==> src/rtl/uwire_pkg.sv <==
package uwire_pkg;

    localparam int CMD_W     = 8;
    localparam int RSP_MIN   = 4;
    localparam int RSP_MAX   = 16;
    localparam int LEN_W     = $clog2(RSP_MAX + 1);
    localparam int BIDX_W    = $clog2(CMD_W + 1 + RSP_MAX);
    localparam int Q_DEPTH   = 8;
    localparam int DIV_W     = 8;

    typedef enum logic [1:0] {
        ST_IDLE,
        ST_SHIFT,
        ST_TAIL,
        ST_GAP
    } fsm_e;

    typedef struct packed {
        logic [CMD_W-1:0]   cmd;
        logic [RSP_MAX-1:0] rsp;
        logic [BIDX_W-1:0]  bidx;
        logic [BIDX_W-1:0]  last;
    } frame_t;

    function automatic logic [LEN_W-1:0] clamp_len(input logic [LEN_W-1:0] v);
        if (v < LEN_W'(RSP_MIN))      return LEN_W'(RSP_MIN);
        else if (v > LEN_W'(RSP_MAX)) return LEN_W'(RSP_MAX);
        else                          return v;
    endfunction

endpackage

==> src/rtl/uwire_fifo.sv <==
module uwire_fifo #(
    parameter int W     = 8,
    parameter int DEPTH = 8
) (
    input  logic         clk,
    input  logic         rst,
    input  logic         wr,
    input  logic [W-1:0] wdata,
    input  logic         rd,
    output logic [W-1:0] rdata,
    output logic         full,
    output logic         empty
);
    localparam int AW = $clog2(DEPTH);

    logic [W-1:0]  mem [DEPTH];
    logic [AW-1:0] wptr, rptr;
    logic [AW:0]   cnt;
    logic          do_wr, do_rd;

    assign full  = (cnt == (AW+1)'(DEPTH));
    assign empty = (cnt == '0);
    assign do_wr = wr && !full;
    assign do_rd = rd && !empty;
    assign rdata = mem[rptr];

    always_ff @(posedge clk) begin
        if (do_wr) mem[wptr] <= wdata;
    end

    always_ff @(posedge clk) begin
        if (rst) begin
            wptr <= '0;
            rptr <= '0;
            cnt  <= '0;
        end else begin
            if (do_wr) wptr <= wptr + 1'b1;
            if (do_rd) rptr <= rptr + 1'b1;
            case ({do_wr, do_rd})
                2'b10:   cnt <= cnt + 1'b1;
                2'b01:   cnt <= cnt - 1'b1;
                default: cnt <= cnt;
            endcase
        end
    end
endmodule

==> src/rtl/uwire_clkgen.sv <==
module uwire_clkgen #(
    parameter int DW = 8
) (
    input  logic          clk,
    input  logic          rst,
    input  logic          run,
    input  logic [DW-1:0] half,
    output logic          tick
);
    logic [DW-1:0] cnt;
    logic [DW-1:0] half_eff;

    assign half_eff = (half == '0) ? DW'(1) : half;
    assign tick     = run && (cnt >= half_eff - 1'b1);

    always_ff @(posedge clk) begin
        if (rst || !run || tick) cnt <= '0;
        else                     cnt <= cnt + 1'b1;
    end
endmodule

==> src/rtl/uwire_engine.sv <==
module uwire_engine
    import uwire_pkg::*;
(
    input  logic               clk,
    input  logic               rst,
    input  logic               en,
    input  logic               tick,
    input  logic [CMD_W-1:0]   cmd_in,
    input  logic               cmd_avail,
    input  logic [LEN_W-1:0]   len_cfg,
    input  logic               miso,
    output logic               cmd_pop,
    output logic               run,
    output logic               rsp_push,
    output logic [RSP_MAX-1:0] rsp_word,
    output logic               sclk,
    output logic               fs_n,
    output logic               mosi,
    output logic               mosi_oe
);
    localparam logic [BIDX_W-1:0] BI_CMD  = BIDX_W'(CMD_W);
    localparam logic [BIDX_W-1:0] BI_LAST = BIDX_W'(CMD_W - 1);

    fsm_e   state;
    frame_t fr;

    assign cmd_pop  = (state == ST_IDLE) && en && cmd_avail;
    assign run      = (state != ST_IDLE);
    assign rsp_push = (state == ST_TAIL) && tick;
    assign rsp_word = fr.rsp;

    always_ff @(posedge clk) begin
        if (rst) begin
            state   <= ST_IDLE;
            fr      <= '0;
            sclk    <= 1'b0;
            fs_n    <= 1'b1;
            mosi    <= 1'b0;
            mosi_oe <= 1'b0;
        end else begin
            mosi_oe <= en;
            if (!en) begin
                state <= ST_IDLE;
                sclk  <= 1'b0;
                fs_n  <= 1'b1;
                mosi  <= 1'b0;
            end else begin
                case (state)
                    ST_IDLE: begin
                        if (cmd_avail) begin
                            fr.cmd  <= cmd_in << 1;
                            fr.rsp  <= '0;
                            fr.bidx <= '0;
                            fr.last <= BI_CMD + BIDX_W'(clamp_len(len_cfg));
                            mosi    <= cmd_in[CMD_W-1];
                            fs_n    <= 1'b0;
                            state   <= ST_SHIFT;
                        end
                    end
                    ST_SHIFT: begin
                        if (tick) begin
                            if (!sclk) begin
                                sclk <= 1'b1;
                                if (fr.bidx > BI_CMD)
                                    fr.rsp <= {fr.rsp[RSP_MAX-2:0], miso};
                            end else begin
                                sclk   <= 1'b0;
                                mosi   <= (fr.bidx < BI_LAST) ? fr.cmd[CMD_W-1] : 1'b0;
                                fr.cmd <= fr.cmd << 1;
                                if (fr.bidx == fr.last) state   <= ST_TAIL;
                                else                    fr.bidx <= fr.bidx + 1'b1;
                            end
                        end
                    end
                    ST_TAIL: begin
                        if (tick) begin
                            fs_n  <= 1'b1;
                            state <= ST_GAP;
                        end
                    end
                    default: begin
                        if (tick) state <= ST_IDLE;
                    end
                endcase
            end
        end
    end
endmodule

==> src/rtl/uwire_master.sv <==
module uwire_master
    import uwire_pkg::*;
#(
    parameter int DIV_BITS = DIV_W,
    parameter int DEPTH    = Q_DEPTH
) (
    input  logic                clk,
    input  logic                rst,
    input  logic                en,
    input  logic [DIV_BITS-1:0] clk_half,
    input  logic [LEN_W-1:0]    resp_len,
    input  logic                tx_wr,
    input  logic [CMD_W-1:0]    tx_data,
    output logic                tx_full,
    output logic                tx_empty,
    output logic                tx_ovf,
    input  logic                rx_rd,
    output logic [RSP_MAX-1:0]  rx_data,
    output logic                rx_full,
    output logic                rx_empty,
    output logic                sclk,
    output logic                fs_n,
    output logic                mosi,
    output logic                mosi_oe,
    input  logic                miso
);
    logic [CMD_W-1:0]   cmd_q;
    logic               cmd_pop, run, tick, rsp_push;
    logic [RSP_MAX-1:0] rsp_word;

    uwire_fifo #(.W(CMD_W), .DEPTH(DEPTH)) u_txq (
        .clk(clk), .rst(rst),
        .wr(tx_wr), .wdata(tx_data),
        .rd(cmd_pop), .rdata(cmd_q),
        .full(tx_full), .empty(tx_empty)
    );

    uwire_fifo #(.W(RSP_MAX), .DEPTH(DEPTH)) u_rxq (
        .clk(clk), .rst(rst),
        .wr(rsp_push), .wdata(rsp_word),
        .rd(rx_rd), .rdata(rx_data),
        .full(rx_full), .empty(rx_empty)
    );

    uwire_clkgen #(.DW(DIV_BITS)) u_div (
        .clk(clk), .rst(rst), .run(run), .half(clk_half), .tick(tick)
    );

    uwire_engine u_eng (
        .clk(clk), .rst(rst), .en(en), .tick(tick),
        .cmd_in(cmd_q), .cmd_avail(!tx_empty), .len_cfg(resp_len),
        .miso(miso), .cmd_pop(cmd_pop), .run(run),
        .rsp_push(rsp_push), .rsp_word(rsp_word),
        .sclk(sclk), .fs_n(fs_n), .mosi(mosi), .mosi_oe(mosi_oe)
    );

    always_ff @(posedge clk) begin
        if (rst)                    tx_ovf <= 1'b0;
        else if (tx_wr && tx_full)  tx_ovf <= 1'b1;
    end
endmodule

==> config.mk <==
export PLATFORM = sky130hd
export DESIGN_NAME = uwire_master
export DESIGN_NICKNAME = d
export VERILOG_FILES = /design/src/rtl/uwire_pkg.sv /design/src/rtl/uwire_fifo.sv /design/src/rtl/uwire_clkgen.sv /design/src/rtl/uwire_engine.sv /design/src/rtl/uwire_master.sv
export SDC_FILE = /design/constraint.sdc
export NUM_CORES = 1
export LEC_CHECK = 0
export BUFFER_PORTS_ARGS = -buffer_cell sky130_fd_sc_hd__buf_4
export CAP_MARGIN = 15
export CORE_ASPECT_RATIO = 1.75
export CORE_UTILIZATION = 55
export DETAILED_ROUTE_END_ITERATION = 8
export PLACE_DENSITY = 0.8
export REMOVE_ABC_BUFFERS = 1
export SLEW_MARGIN = 10
export SYNTH_ARGS = -nofsm -noshare
export SYNTH_HDL_FRONTEND = slang
export SYNTH_HIERARCHICAL = 1
export SYNTH_SLANG_ARGS = --single-unit
==> constraint.sdc <==
create_clock -name clk -period 5.65 [get_ports clk]
set_input_delay 1.13 -clock clk [delete_from_list [all_inputs] [get_ports clk]]
set_output_delay 1.13 -clock clk [all_outputs]
set_load 0.02 [all_outputs]
* Yosys cells after proc, flatten, opt, wreduce, memory -nomap -nowiden
Memory sizes are Yosys's and may differ from the RTL's. A register that Yosys moved wholly into a read port is not among the register bits.
Cells that the tools add are included.
** Word-level totals
- Output and inout port bits :: 25
- Memory bits (read-only) :: 0
- Memories :: 2
- Register bits after elaboration :: 69
- Word-level logic and storage cells :: 131
- Latch bits :: 0
- Memory bits (writable) :: 192
** Memory list
- u_rxq.mem :: depth 8, bits a word 16, read ports 1, clocked after memory_dff 1, write ports 1, line uwire_fifo.sv:16 : logic [W-1:0] mem [DEPTH];
- u_txq.mem :: depth 8, bits a word 8, read ports 1, clocked after memory_dff 1, write ports 1, line uwire_fifo.sv:16
** Cells by class
- Mux-type cells :: 41
- Shift-type cells :: 0
- $add $sub $neg :: 12
- Equality and inequality tests :: 17
- Reduce and logical (&&, ||, !) cells :: 35
- Divide/modulo/power cells :: 0
- $lt $le $gt $ge :: 5
- $mul :: 0
- Bitwise gates (word level) :: 2
** Operators with widths (number)
- $pmux 29 s2 :: 1
- $mux 5 :: 8
- $mux 34 :: 1
- $mux 16 :: 2
- $mux 29 :: 1
- $reduce_and 6->1 :: 3
- $mux 8 :: 2
- $pmux 4 s2 :: 2
- $add 3x1->3 const B :: 4
- $mux 2 :: 6
- $mux 3 :: 4
- $reduce_bool 2->1 :: 6
- $mux 1 :: 11
- $lt 5x3->1 const B :: 2
- $ne 2x2->1 const B :: 5
- $logic_and 1x1->1 :: 9
- $add 4x1->4 const B :: 2
- $add 8x1->8 const B :: 1
- $eq 4x4->1 const B :: 2
- $ge 8x8->1 :: 1
- $logic_not 4->1 :: 2
- $logic_not 8->1 :: 1
- $sub 4x1->4 const B :: 2
- $sub 8x1->8 const B :: 1
- 19 further kinds :: 33

* Logic depth before layout (Yosys ltp)
Gate-level depths: netlist of the first run.
- Word-level depth :: 10
- Gate-level depth with buffers :: 20
- Gate-level depth less buffers :: 20

* By module
Netlist of the first run, hierarchy kept.
** Modules (own cells, without submodules)
- uwire_fifo at u_rxq :: seq. area each 4103.9 um2, instances 1, cells each 259, area each 5516.5 um2
- uwire_fifo at u_txq :: seq. area each 2182.1 um2, instances 1, cells each 167, area each 3150.5 um2
- uwire_engine :: seq. area each 780.7 um2, instances 1, cells each 218, area each 1910.6 um2
- uwire_clkgen :: seq. area each 160.2 um2, instances 1, cells each 74, area each 624.3 um2
- uwire_master :: seq. area each 20.0 um2, instances 1, cells each 4, area each 32.5 um2

* Least setup slack after synthesis of the first run
Ideal clock, no wire load.
- Path kind :: input-to-reg
- Start :: in clk_half[2]
- End :: mem u_rxq/mem[0][0] (netlist bit), enable pin
- Stages :: 14
- Arrival :: 5.093 ns
- Path buffers :: 0
- Required time :: 5.220 ns
- Setup slack :: 0.127 ns
- Cell sequence :: or4_4 nor3_2 a21oi_1 ha_1 inv_1 nor2_1 xnor2_1 ha_1 nand2_1 nor3_1 o21a_1 and2_1 nand2_8 nor4_1
** Between the ends
- Cells in the longest elaborated chain, start to end :: 9
** RTL lines
- start: declaration :: line uwire_master.sv:10 : input logic [DIV_BITS-1:0] clk_half,
- $logic_not 8->1 :: line uwire_clkgen.sv:13 : assign half_eff = (half == '0) ? DW'(1) : half;
- $mux 8 (*) :: line uwire_clkgen.sv:13
- $sub 8x1->8 (*) :: line uwire_clkgen.sv:14 : assign tick = run && (cnt >= half_eff - 1'b1);
- $ge 8x8->1 (*) :: line uwire_clkgen.sv:14
- $logic_and 1x1->1 (*) :: line uwire_clkgen.sv:14
- via tick :: line uwire_master.sv:28 : logic cmd_pop, run, tick, rsp_push;
- $logic_and 1x1->1 (*) :: line uwire_engine.sv:29 : assign rsp_push = (state == ST_TAIL) && tick;
- via rsp_push :: line uwire_master.sv:28
- $logic_and 1x1->1 (*) :: line uwire_fifo.sv:23 : assign do_wr = wr && !full;
- $mux 1 (*) :: line uwire_fifo.sv:28 : if (do_wr) mem[wptr] <= wdata;
- $mux 1 (not written as such) (*) :: line uwire_fifo.sv:28
- end: declaration :: line uwire_fifo.sv:16
Mark *: on every way through the listed nets, which the timed path passes. The rest lies on a longest branch.

* Worst setup path after layout of the first run
- Start :: in clk_half[2]
- End :: reg u_rxq.cnt[2]
** Between the ends
- Cells in the longest elaborated chain, start to end :: 9
- Elaborated cells on any way between the ends :: 11
** RTL lines
- $logic_not 8->1 :: line uwire_clkgen.sv:13
- $mux 8 (*) :: line uwire_clkgen.sv:13
- $sub 8x1->8 (*) :: line uwire_clkgen.sv:14
- $ge 8x8->1 (*) :: line uwire_clkgen.sv:14
- $logic_and 1x1->1 (*) :: line uwire_clkgen.sv:14
- via tick :: line uwire_master.sv:28
- $logic_and 1x1->1 (*) :: line uwire_engine.sv:29
- via rsp_push :: line uwire_master.sv:28
- $logic_and 1x1->1 (*) :: line uwire_fifo.sv:23
- $eq 2x1->1 or $eq 2x2->1 (tied branches) :: line uwire_fifo.sv:39 : case ({do_wr, do_rd})
- $pmux 4 s2 or $reduce_bool 2->1 (tied branches)
- end signal: assignment :: line uwire_fifo.sv:40 : 2'b10: cnt <= cnt + 1'b1;
- end signal: assignment :: line uwire_fifo.sv:41 : 2'b01: cnt <= cnt - 1'b1;
- end signal: assignment :: line uwire_fifo.sv:42 : default: cnt <= cnt;
- end: declaration :: line uwire_fifo.sv:18 : logic [AW:0] cnt;
Marks and branches as above.
A chain may end at the register's enable or synchronous reset.

==> results of run 1 <==
==> layout make-up <==
type | instances | area (um^2)
Clock buffer | 29 | 598.1
Clock inverter | 12 | 121.4
Fill cell | 1423 | 7430
Inverter | 20 | 75.07
Multi-Input combinational cell | 390 | 3627
Sequential cell | 266 | 7248
Tap cell | 245 | 306.5
Timing Repair Buffer | 67 | 503.0
==> state kept, by name, summed over array words and instances (netlist names), named ones only <==
register / count
u_rxq/mem: 128
u_txq/mem: 64
u_eng/fr: 17
u_eng/rsp_word: 16
u_div/cnt: 8
u_rxq/cnt: 4
u_txq/cnt: 4
u_rxq/rptr: 3
u_rxq/wptr: 3
u_txq/rptr: 3
u_txq/wptr: 3
u_eng/state: 2
tx_ovf: 1
u_eng/fs_n: 1
u_eng/mosi: 1
u_eng/mosi_oe: 1
u_eng/sclk: 1
==> how the worst max path moves through the flow <==
stage	depth (start not counted)	end	slack, ns
floorplan	14	u_rxq/mem[0][0]	0.13
global placement	20	u_rxq/cnt[2]	0.37
detailed placement	20	u_rxq/cnt[2]	0.13
CTS	20	u_rxq/cnt[2]	0.66
global route	20	u_rxq/cnt[2]	0.36
finish	20	u_rxq/cnt[2]	0.61
==> stage by stage <==
stage | std cells | util (%) | hold slack (ns) | instance area, um^2
final | 1029 | 62.68 | 0.4783 | 12480
after detailed placement | 988 | 59.07 | 0.4691 | 11760
after global routing | 1029 | 62.68 | 0.5008 | 12480
after floorplan | 676 | - | 0.4300 | 10920
after CTS | 1029 | 62.68 | 0.4842 | 12480
after global placement | 988 | 59.07 | 0.4450 | 11760
==> cells by family (layout without fill, tap and decap cells) <==
family          count (synthesis)  count (layout)  synth area share, %
compound gates                 80              80                5.268
flops                         266             266                64.51
fa+ha+maj                      26              26                2.896
mux                            84              84                13.39
buf+inv                        66             128                3.486
xor+xnor                       29              29                2.394
simple gates                  171             171                8.063
==> cells in the final DEF (no fill, tap or decap), types with 6 or more instances in the layout <==
cell type,n
sky130_fd_sc_hd__o22ai_1,14
sky130_fd_sc_hd__buf_4,67
sky130_fd_sc_hd__edfxtp_1,192
sky130_fd_sc_hd__nand2b_1,9
sky130_fd_sc_hd__nor2_1,56
sky130_fd_sc_hd__xnor2_1,12
sky130_fd_sc_hd__ha_1,26
sky130_fd_sc_hd__nand2_1,36
sky130_fd_sc_hd__clkbuf_16,23
sky130_fd_sc_hd__mux2i_1,10
sky130_fd_sc_hd__nand3_1,15
sky130_fd_sc_hd__nor3_1,11
sky130_fd_sc_hd__a21oi_1,16
sky130_fd_sc_hd__mux2_2,26
sky130_fd_sc_hd__a22oi_1,8
sky130_fd_sc_hd__dfxtp_1,73
sky130_fd_sc_hd__clkbuf_1,6
sky130_fd_sc_hd__mux4_1,8
sky130_fd_sc_hd__inv_1,20
sky130_fd_sc_hd__mux4_2,40
sky130_fd_sc_hd__xor2_1,15
sky130_fd_sc_hd__nor3_2,6
==> power groups by stage <==
stage / clock network (mW) / registers [mW] / logic, mW
floorplan: 0 / 2.25 / 0.430
global placement: 0 / 2.26 / 0.576
detailed placement: 0 / 2.26 / 0.599
CTS: 1.54 / 2.22 / 0.602
global route: 1.61 / 2.23 / 0.654
finish: 1.51 / 2.22 / 0.602
==> layer usage <==
metal,part of all wire [%],vias to the layer above,track usage (%)
met5,0,-,0
met4,3.4,0,7.897
met3,4.0,64,3.034
met2,55,160,39.59
met1,37,3100,22.66
li1,-,2852,-
==> worst register-to-register path, cell delays in order (launching register included) <==
cell and delay, ns:
sky130_fd_sc_hd__dfxtp_1 0.38, sky130_fd_sc_hd__nor4_1 0.66, sky130_fd_sc_hd__inv_1 0.24, sky130_fd_sc_hd__nand3_1 0.32, sky130_fd_sc_hd__inv_1 0.17, sky130_fd_sc_hd__o41a_1 0.23, sky130_fd_sc_hd__ha_1 0.31, sky130_fd_sc_hd__xor2_1 0.17
sky130_fd_sc_hd__ha_1 0.19, sky130_fd_sc_hd__a21oi_1 0.14, sky130_fd_sc_hd__xor2_1 0.10, sky130_fd_sc_hd__or3_1 0.31, sky130_fd_sc_hd__a21oi_1 0.14
==> impl_results.html, run 1 <==
<table>
<tr><th>Metric</th><th>Value</th></tr>
<tr><th colspan="2">Route</th></tr>
<tr><td>Remaining antenna violation count</td><td>0</td></tr>
<tr><td>Post-detailed-route DRC marker count</td><td>0</td></tr>
<tr><td>Final routed wire length divided by cell count</td><td>20.36 um</td></tr>
<tr><td>Initial DRC Count</td><td>358</td></tr>
<tr><td>First drt pass iteration count</td><td>4</td></tr>
<tr><td>Vias</td><td>6176</td></tr>
<tr><td>Drt via density</td><td>6.002</td></tr>
<tr><td>WL final</td><td>20950 um</td></tr>
<tr><th colspan="2">Clock tree</th></tr>
<tr><td>Setup bufs post-CTS</td><td>0</td></tr>
<tr><td>Clock root cell</td><td>sky130_fd_sc_hd__clkbuf_16</td></tr>
<tr><td>Clock insertion delay at the later pin of the skew report</td><td>0.51 ns</td></tr>
<tr><td>Number of buffers added by the clock tree synthesis step</td><td>23</td></tr>
<tr><td>Count of cells resized by post-cts repair</td><td>0</td></tr>
<tr><td>Worst-path clk slew</td><td>0.06 ns</td></tr>
<tr><td>CTS tree</td><td>built</td></tr>
<tr><td>Max Root-Sink Buffers</td><td>3</td></tr>
<tr><td>H-tree levels</td><td>1</td></tr>
<tr><td>Total clock sinks</td><td>266</td></tr>
<tr><td>Hold bufs inserted after CTS</td><td>0</td></tr>
<tr><th colspan="2">Critical path</th></tr>
<tr><td>Crit path arrival time</td><td>5.47 ns</td></tr>
<tr><td>Maximum cell stage delay along the critical path</td><td>0.55 ns</td></tr>
<tr><td>Largest fanout of any net on the critical path</td><td>8</td></tr>
<tr><td>Dominant cell type by count on the critical path</td><td>sky130_fd_sc_hd__ha_1</td></tr>
<tr><td>Cells traversed along the worst timing path</td><td>buf_4 &gt; or4_4 &gt; nor3_2 &gt; a21oi_1 &gt; ha_1 &gt; xnor2_1 &gt; ha_1 &gt; a211o_1 &gt; a31oi_1 &gt; nor3_1 &gt; o21a_1 &gt; and2_1 &gt; nand2_8 &gt; ha_1 &gt; xor2_1 &gt; ha_1 &gt; a21oi_1 &gt; xor2_1 &gt; or3_1 &gt; a21oi_1</td></tr>
<tr><td>Critical Path Sink Type</td><td>flip-flop</td></tr>
<tr><td>R2R Path Start</td><td>u_txq/cnt[1]</td></tr>
<tr><td>WP data required</td><td>6.09 ns</td></tr>
<tr><td>Register-to-register path setup slack</td><td>2.21 ns</td></tr>
<tr><td>Depth of the worst register-to-register path</td><td>12</td></tr>
<tr><td>Kind of start point of the critical path</td><td>input pin</td></tr>
<tr><td>Crit path from</td><td>clk_half[2]</td></tr>
<tr><td>Highest-delay cell along the critical path</td><td>sky130_fd_sc_hd__or4_4</td></tr>
<tr><td>Worst path bufs/invs</td><td>1</td></tr>
<tr><td>CP Class</td><td>in -&gt; reg</td></tr>
<tr><td>End of the worst register-to-register path</td><td>u_txq/cnt[2]</td></tr>
<tr><td>Category of cells accounting for the largest share of critical-path delay</td><td>simple AND/OR/NAND/NOR gates</td></tr>
<tr><th colspan="2">Synthesis</th></tr>
<tr><td>Cell with the most instances after synthesis</td><td>sky130_fd_sc_hd__edfxtp_1</td></tr>
<tr><td>Avg Synthesized Cell Area</td><td>15.56 um^2</td></tr>
<tr><td>Synth area leaders</td><td>sky130_fd_sc_hd__edfxtp_1 (51%), sky130_fd_sc_hd__dfxtp_1 (13%), sky130_fd_sc_hd__mux4_2 (8.0%)</td></tr>
<tr><td>Number of enable-type register cells in the synthesized netlist</td><td>192</td></tr>
<tr><td>Leading register cell type out of synthesis</td><td>sky130_fd_sc_hd__edfxtp_1</td></tr>
<tr><td>Yosys top cell by area</td><td>sky130_fd_sc_hd__edfxtp_1</td></tr>
<tr><td>Count of unique library cells instantiated by Yosys</td><td>66</td></tr>
<tr><td>Yosys synthesis warning count</td><td>6</td></tr>
<tr><td>Number of storage elements in the synthesis netlist</td><td>266</td></tr>
<tr><td>Post-synthesis cell count</td><td>722</td></tr>
<tr><td>Post-synth design cell area</td><td>11230 um^2</td></tr>
<tr><td>Portion of the post-synthesis area used by sequential elements</td><td>64.51%</td></tr>
<tr><td>Most numerous cell types in the synthesized netlist</td><td>sky130_fd_sc_hd__edfxtp_1 (192), sky130_fd_sc_hd__dfxtp_1 (74), sky130_fd_sc_hd__nor2_1 (56)</td></tr>
<tr><td>Async SR Flop Fraction</td><td>0%</td></tr>
<tr><td>Share of the synthesized area in the top cell type</td><td>51.32%</td></tr>
<tr><th colspan="2">Timing</th></tr>
<tr><td>Setup_tns</td><td>0 ns</td></tr>
<tr><td>Tightest slew margin relative to the limit</td><td>33.93%</td></tr>
<tr><td>Final Max Tran Viols</td><td>0</td></tr>
<tr><td>Period Utilization, post-route</td><td>89.15%</td></tr>
<tr><td>Setup violations, final</td><td>0</td></tr>
<tr><td>Unrepaired setup endpoints after global routing</td><td>no</td></tr>
<tr><td>Setup WS post-layout</td><td>0.6133 ns</td></tr>
<tr><td>Hold violation count in the final report</td><td>0</td></tr>
<tr><td>Final Critical Period</td><td>5.037 ns</td></tr>
<tr><td>Setup skew after layout</td><td>0.01681 ns</td></tr>
<tr><td>Peak clock frequency supported by timing</td><td>198.5 MHz</td></tr>
<tr><td>Actual transition at the worst max-transition pin</td><td>0.9897 ns</td></tr>
<tr><th colspan="2">Placement</th></tr>
<tr><td>Hpwl dp</td><td>13800 um</td></tr>
<tr><td>Number of port buffers</td><td>51</td></tr>
<tr><td>Place WS</td><td>0.1254 ns</td></tr>
<tr><td>Weighted congestion reported at the end of routability-driven placement</td><td>0.8144</td></tr>
<tr><th colspan="2">Pwr</th></tr>
<tr><td>Share of total power in the clock network</td><td>34.8%</td></tr>
<tr><td>Power per cell area</td><td>347.2 nW/um^2</td></tr>
<tr><td>Net Sw Frac</td><td>24.83%</td></tr>
<tr><td>Total power after layout</td><td>4.333 mW</td></tr>
<tr><td>Leakage power figure</td><td>4.493 nW</td></tr>
<tr><td>Power spent charging and discharging nets</td><td>1.076 mW</td></tr>
<tr><td>Cell Int Power</td><td>3.257 mW</td></tr>
<tr><td>Share of power burned in combinational logic</td><td>13.9%</td></tr>
<tr><td>Part of the power in registers</td><td>51.3%</td></tr>
<tr><td>Maximum resistive drop on vdd</td><td>339.2 uV</td></tr>
<tr><th colspan="2">Worst hold path</th></tr>
<tr><td>Terminating pin of the worst hold path</td><td>u_eng/fr[2]</td></tr>
<tr><td>Cell count of the worst hold path</td><td>2</td></tr>
<tr><td>Startpoint of the lowest-slack hold path</td><td>u_eng/fr[2]</td></tr>
<tr><td>Path type of the worst min-delay path</td><td>reg -&gt; reg</td></tr>
<tr><th colspan="2">GRT</th></tr>
<tr><td>Overall track demand over capacity in global routing</td><td>20.85%</td></tr>
<tr><td>Total congestion overflow</td><td>0</td></tr>
<tr><td>Wire length of the first global-routing pass</td><td>33040 um</td></tr>
<tr><td>Maximum number of pins on one net before global-route repair</td><td>46</td></tr>
<tr><td>Vias in the first global route</td><td>6531</td></tr>
<tr><td>Number of antenna violations at the first check in global routing</td><td>0</td></tr>
<tr><th colspan="2">Floorplan</th></tr>
<tr><td>Floorplan die height</td><td>191.1 um</td></tr>
<tr><td>Starting utilization of the core area</td><td>56.43%</td></tr>
<tr><td>IO Count</td><td>52</td></tr>
<tr><td>Floorplan die area</td><td>21020 um^2</td></tr>
<tr><td>Core Box Area</td><td>19910 um^2</td></tr>
<tr><td>Chip Width</td><td>110.0 um</td></tr>
<tr><td>Standard-cell row count</td><td>68</td></tr>
<tr><th colspan="2">Cells and area</th></tr>
<tr><td>Antenna diode count</td><td>0</td></tr>
<tr><td>Final-stage net count</td><td>821</td></tr>
<tr><td>Area grow syn2layout</td><td>11.08%</td></tr>
<tr><td>Layout cell share with drive strength beyond 1</td><td>24.74%</td></tr>
<tr><th colspan="2">Flow run</th></tr>
<tr><td>Max cap viols</td><td>0</td></tr>
<tr><th colspan="2">Run status</th></tr>
<tr><td>Outcome</td><td>finished clean</td></tr>
</table>
Note: power is estimated with default switching activity, not from simulation.
==> inputs of run 2 (changes only) <==
Settings changed: CORE_ASPECT_RATIO 1.75 to unset.
==> run 2 against run 1 <==
Net effect: count of clock-buffer cells in the layout rose by 4; final area increased by 1.1%; global-route usage decreased by 0.54 points; combinational power is 1% higher; critical path type unchanged; critical endpoint unchanged; highest routed layer unchanged.
==> impl_results.html, run 2 (same netlist as run 1, synthesis figures left out) <==
<table>
<tr><th>Metric</th><th>Value</th></tr>
<tr><th colspan="2">Critical path</th></tr>
<tr><td>Kind of start point of the critical path</td><td>input pin</td></tr>
<tr><td>Critical Path Sink Type</td><td>flip-flop</td></tr>
<tr><td>WP data required</td><td>6.11 ns</td></tr>
<tr><td>Largest fanout of any net on the critical path</td><td>8</td></tr>
<tr><td>CP Class</td><td>in -&gt; reg</td></tr>
<tr><td>Crit path arrival time</td><td>5.47 ns</td></tr>
<tr><th colspan="2">GRT</th></tr>
<tr><td>Vias in the first global route</td><td>6476</td></tr>
<tr><td>Number of antenna violations at the first check in global routing</td><td>0</td></tr>
<tr><td>Maximum number of pins on one net before global-route repair</td><td>46</td></tr>
<tr><td>Overall track demand over capacity in global routing</td><td>20.31%</td></tr>
<tr><td>Total congestion overflow</td><td>0</td></tr>
<tr><td>Wire length of the first global-routing pass</td><td>33610 um</td></tr>
<tr><th colspan="2">Route</th></tr>
<tr><td>Drt via density</td><td>5.898</td></tr>
<tr><td>Final routed wire length divided by cell count</td><td>19.96 um</td></tr>
<tr><td>Vias</td><td>6240</td></tr>
<tr><td>Remaining antenna violation count</td><td>0</td></tr>
<tr><td>Initial DRC Count</td><td>321</td></tr>
<tr><td>First drt pass iteration count</td><td>5</td></tr>
<tr><td>WL final</td><td>21120 um</td></tr>
<tr><td>Post-detailed-route DRC marker count</td><td>0</td></tr>
<tr><th colspan="2">Run status</th></tr>
<tr><td>Outcome</td><td>finished clean</td></tr>
<tr><th colspan="2">Cells and area</th></tr>
<tr><td>Area grow syn2layout</td><td>12.31%</td></tr>
<tr><td>Registers with the highest flip-flop counts</td><td>u_rxq/mem x128, u_txq/mem x64, u_eng/fr x17</td></tr>
<tr><td>Flip-flop count of the largest register after layout</td><td>128</td></tr>
<tr><td>Layout fillers</td><td>1347</td></tr>
<tr><td>Leading cell type in the layout, fill and taps excluded</td><td>sky130_fd_sc_hd__edfxtp_1</td></tr>
<tr><td>Highest-count cells in the layout ignoring fill and taps</td><td>sky130_fd_sc_hd__edfxtp_1 (192), sky130_fd_sc_hd__dfxtp_1 (72), sky130_fd_sc_hd__buf_4 (67), sky130_fd_sc_hd__nor2_1 (56), sky130_fd_sc_hd__mux4_2 (40)</td></tr>
<tr><td>Final-stage net count</td><td>825</td></tr>
<tr><td>Antenna diode count</td><td>0</td></tr>
<tr><td>Register with the most flip-flops</td><td>u_rxq/mem</td></tr>
<tr><td>Layout cell share with drive strength beyond 1</td><td>25.35%</td></tr>
<tr><th colspan="2">Clock tree</th></tr>
<tr><td>H-tree levels</td><td>1</td></tr>
<tr><td>Setup bufs post-CTS</td><td>0</td></tr>
<tr><td>Number of buffers added by the clock tree synthesis step</td><td>27</td></tr>
<tr><td>Total clock sinks</td><td>266</td></tr>
<tr><td>Clock insertion delay at the later pin of the skew report</td><td>0.53 ns</td></tr>
<tr><td>Hold bufs inserted after CTS</td><td>0</td></tr>
<tr><td>Clock root cell</td><td>sky130_fd_sc_hd__clkbuf_16</td></tr>
<tr><td>Count of cells resized by post-cts repair</td><td>0</td></tr>
<tr><td>Max Root-Sink Buffers</td><td>3</td></tr>
<tr><td>Worst-path clk slew</td><td>0.06 ns</td></tr>
<tr><td>CTS tree</td><td>built</td></tr>
<tr><th colspan="2">Timing</th></tr>
<tr><td>Actual transition at the worst max-transition pin</td><td>0.9761 ns</td></tr>
<tr><td>Final Critical Period</td><td>5.013 ns</td></tr>
<tr><td>Setup skew after layout</td><td>0.005851 ns</td></tr>
<tr><td>Final Max Tran Viols</td><td>0</td></tr>
<tr><td>Hold violation count in the final report</td><td>0</td></tr>
<tr><td>Unrepaired setup endpoints after global routing</td><td>no</td></tr>
<tr><td>Setup violations, final</td><td>0</td></tr>
<tr><td>Tightest slew margin relative to the limit</td><td>34.84%</td></tr>
<tr><td>Period Utilization, post-route</td><td>88.72%</td></tr>
<tr><td>Worst hold margin</td><td>0.4678 ns</td></tr>
<tr><td>Peak clock frequency supported by timing</td><td>199.5 MHz</td></tr>
<tr><td>Setup_tns</td><td>0 ns</td></tr>
<tr><th colspan="2">Floorplan</th></tr>
<tr><td>Chip Width</td><td>144.9 um</td></tr>
<tr><td>Floorplan die height</td><td>144.9 um</td></tr>
<tr><td>Starting utilization of the core area</td><td>56.98%</td></tr>
<tr><td>Core Box Area</td><td>19720 um^2</td></tr>
<tr><td>Standard-cell row count</td><td>51</td></tr>
<tr><td>IO Count</td><td>52</td></tr>
<tr><td>Floorplan die area</td><td>21000 um^2</td></tr>
<tr><th colspan="2">Flow run</th></tr>
<tr><td>Max cap viols</td><td>0</td></tr>
<tr><th colspan="2">Pwr</th></tr>
<tr><td>Maximum resistive drop on vdd</td><td>254.5 uV</td></tr>
<tr><td>Power per cell area</td><td>355.5 nW/um^2</td></tr>
<tr><td>Leakage power figure</td><td>4.562 nW</td></tr>
<tr><th colspan="2">Worst hold path</th></tr>
<tr><td>Path type of the worst min-delay path</td><td>reg -&gt; reg</td></tr>
<tr><th colspan="2">Placement</th></tr>
<tr><td>Number of port buffers</td><td>51</td></tr>
<tr><td>Weighted congestion reported at the end of routability-driven placement</td><td>0.8534</td></tr>
<tr><td>Hpwl dp</td><td>13240 um</td></tr>
</table>
-- run 2: final cells by class --
type | count | area [um^2] | area share [%]
sequential | 266 | 7249 | 57.46
multi-input combinational | 390 | 3622 | 28.71
clock buffer | 33 | 698.2 | 5.534
timing repair buffer | 67 | 503.0 | 3.987
tap | 265 | 331.6 | 2.628
clock inverter | 17 | 137.6 | 1.091
inverter | 20 | 75.07 | 0.5950
-- run 2: worst paths after layout --
check	slack, ns	endpoint	cells past startpoint	start
hold reg to reg	0.47	u_div/cnt[0]	1	u_div/cnt[0]
setup reg to reg	2.18	u_rxq/cnt[2]	14	u_div/cnt[2]
hold / removal	0.47	u_div/cnt[0]	1	u_div/cnt[0]
setup / recovery	0.64	u_rxq/cnt[2]	20	clk_half[2]
-- run 2: metrics by stage --
stage,instance area [um^2],instances,power [mW],utilization (%),setup WS (ns)
final,12620,1058,4.486,63.99,0.6371
after global placement,11780,1008,2.828,59.75,0.4142
after floorplan,10920,676,2.678,-,0.1269
after detailed placement,11780,1008,2.862,59.75,0.1453
after CTS,12620,1058,4.516,63.99,0.6711
after global routing,12620,1058,4.660,63.99,0.3705
-- run 2: layer usage --
layer	share of wire (%)	track usage [%]
met5	0	0
met4	2.6	6.862
met3	4.9	2.956
met2	54	37.19
met1	39	24.42
-- run 2: worst max-delay path, cell delays in order --
cell and delay [ns]:
sky130_fd_sc_hd__buf_4 0.13, sky130_fd_sc_hd__or4_4 0.55, sky130_fd_sc_hd__nor3_2 0.15, sky130_fd_sc_hd__a21oi_1 0.12
sky130_fd_sc_hd__ha_1 0.24, sky130_fd_sc_hd__xnor2_1 0.15, sky130_fd_sc_hd__ha_1 0.30, sky130_fd_sc_hd__a211o_1 0.30
sky130_fd_sc_hd__a31oi_1 0.29, sky130_fd_sc_hd__nor3_1 0.09, sky130_fd_sc_hd__o21a_1 0.28, sky130_fd_sc_hd__and2_1 0.30
sky130_fd_sc_hd__nand2_8 0.15, sky130_fd_sc_hd__ha_1 0.28, sky130_fd_sc_hd__xor2_1 0.18, sky130_fd_sc_hd__ha_1 0.16
sky130_fd_sc_hd__a21oi_1 0.05, sky130_fd_sc_hd__xor2_1 0.17, sky130_fd_sc_hd__or3_1 0.32, sky130_fd_sc_hd__a21oi_1 0.14
-- run 2: power breakdown --
group | internal, mW | switching [mW]
Clock | 0.936 | 0.718
Combinational | 0.266 | 0.344
Sequential | 2.15 | 0.0753
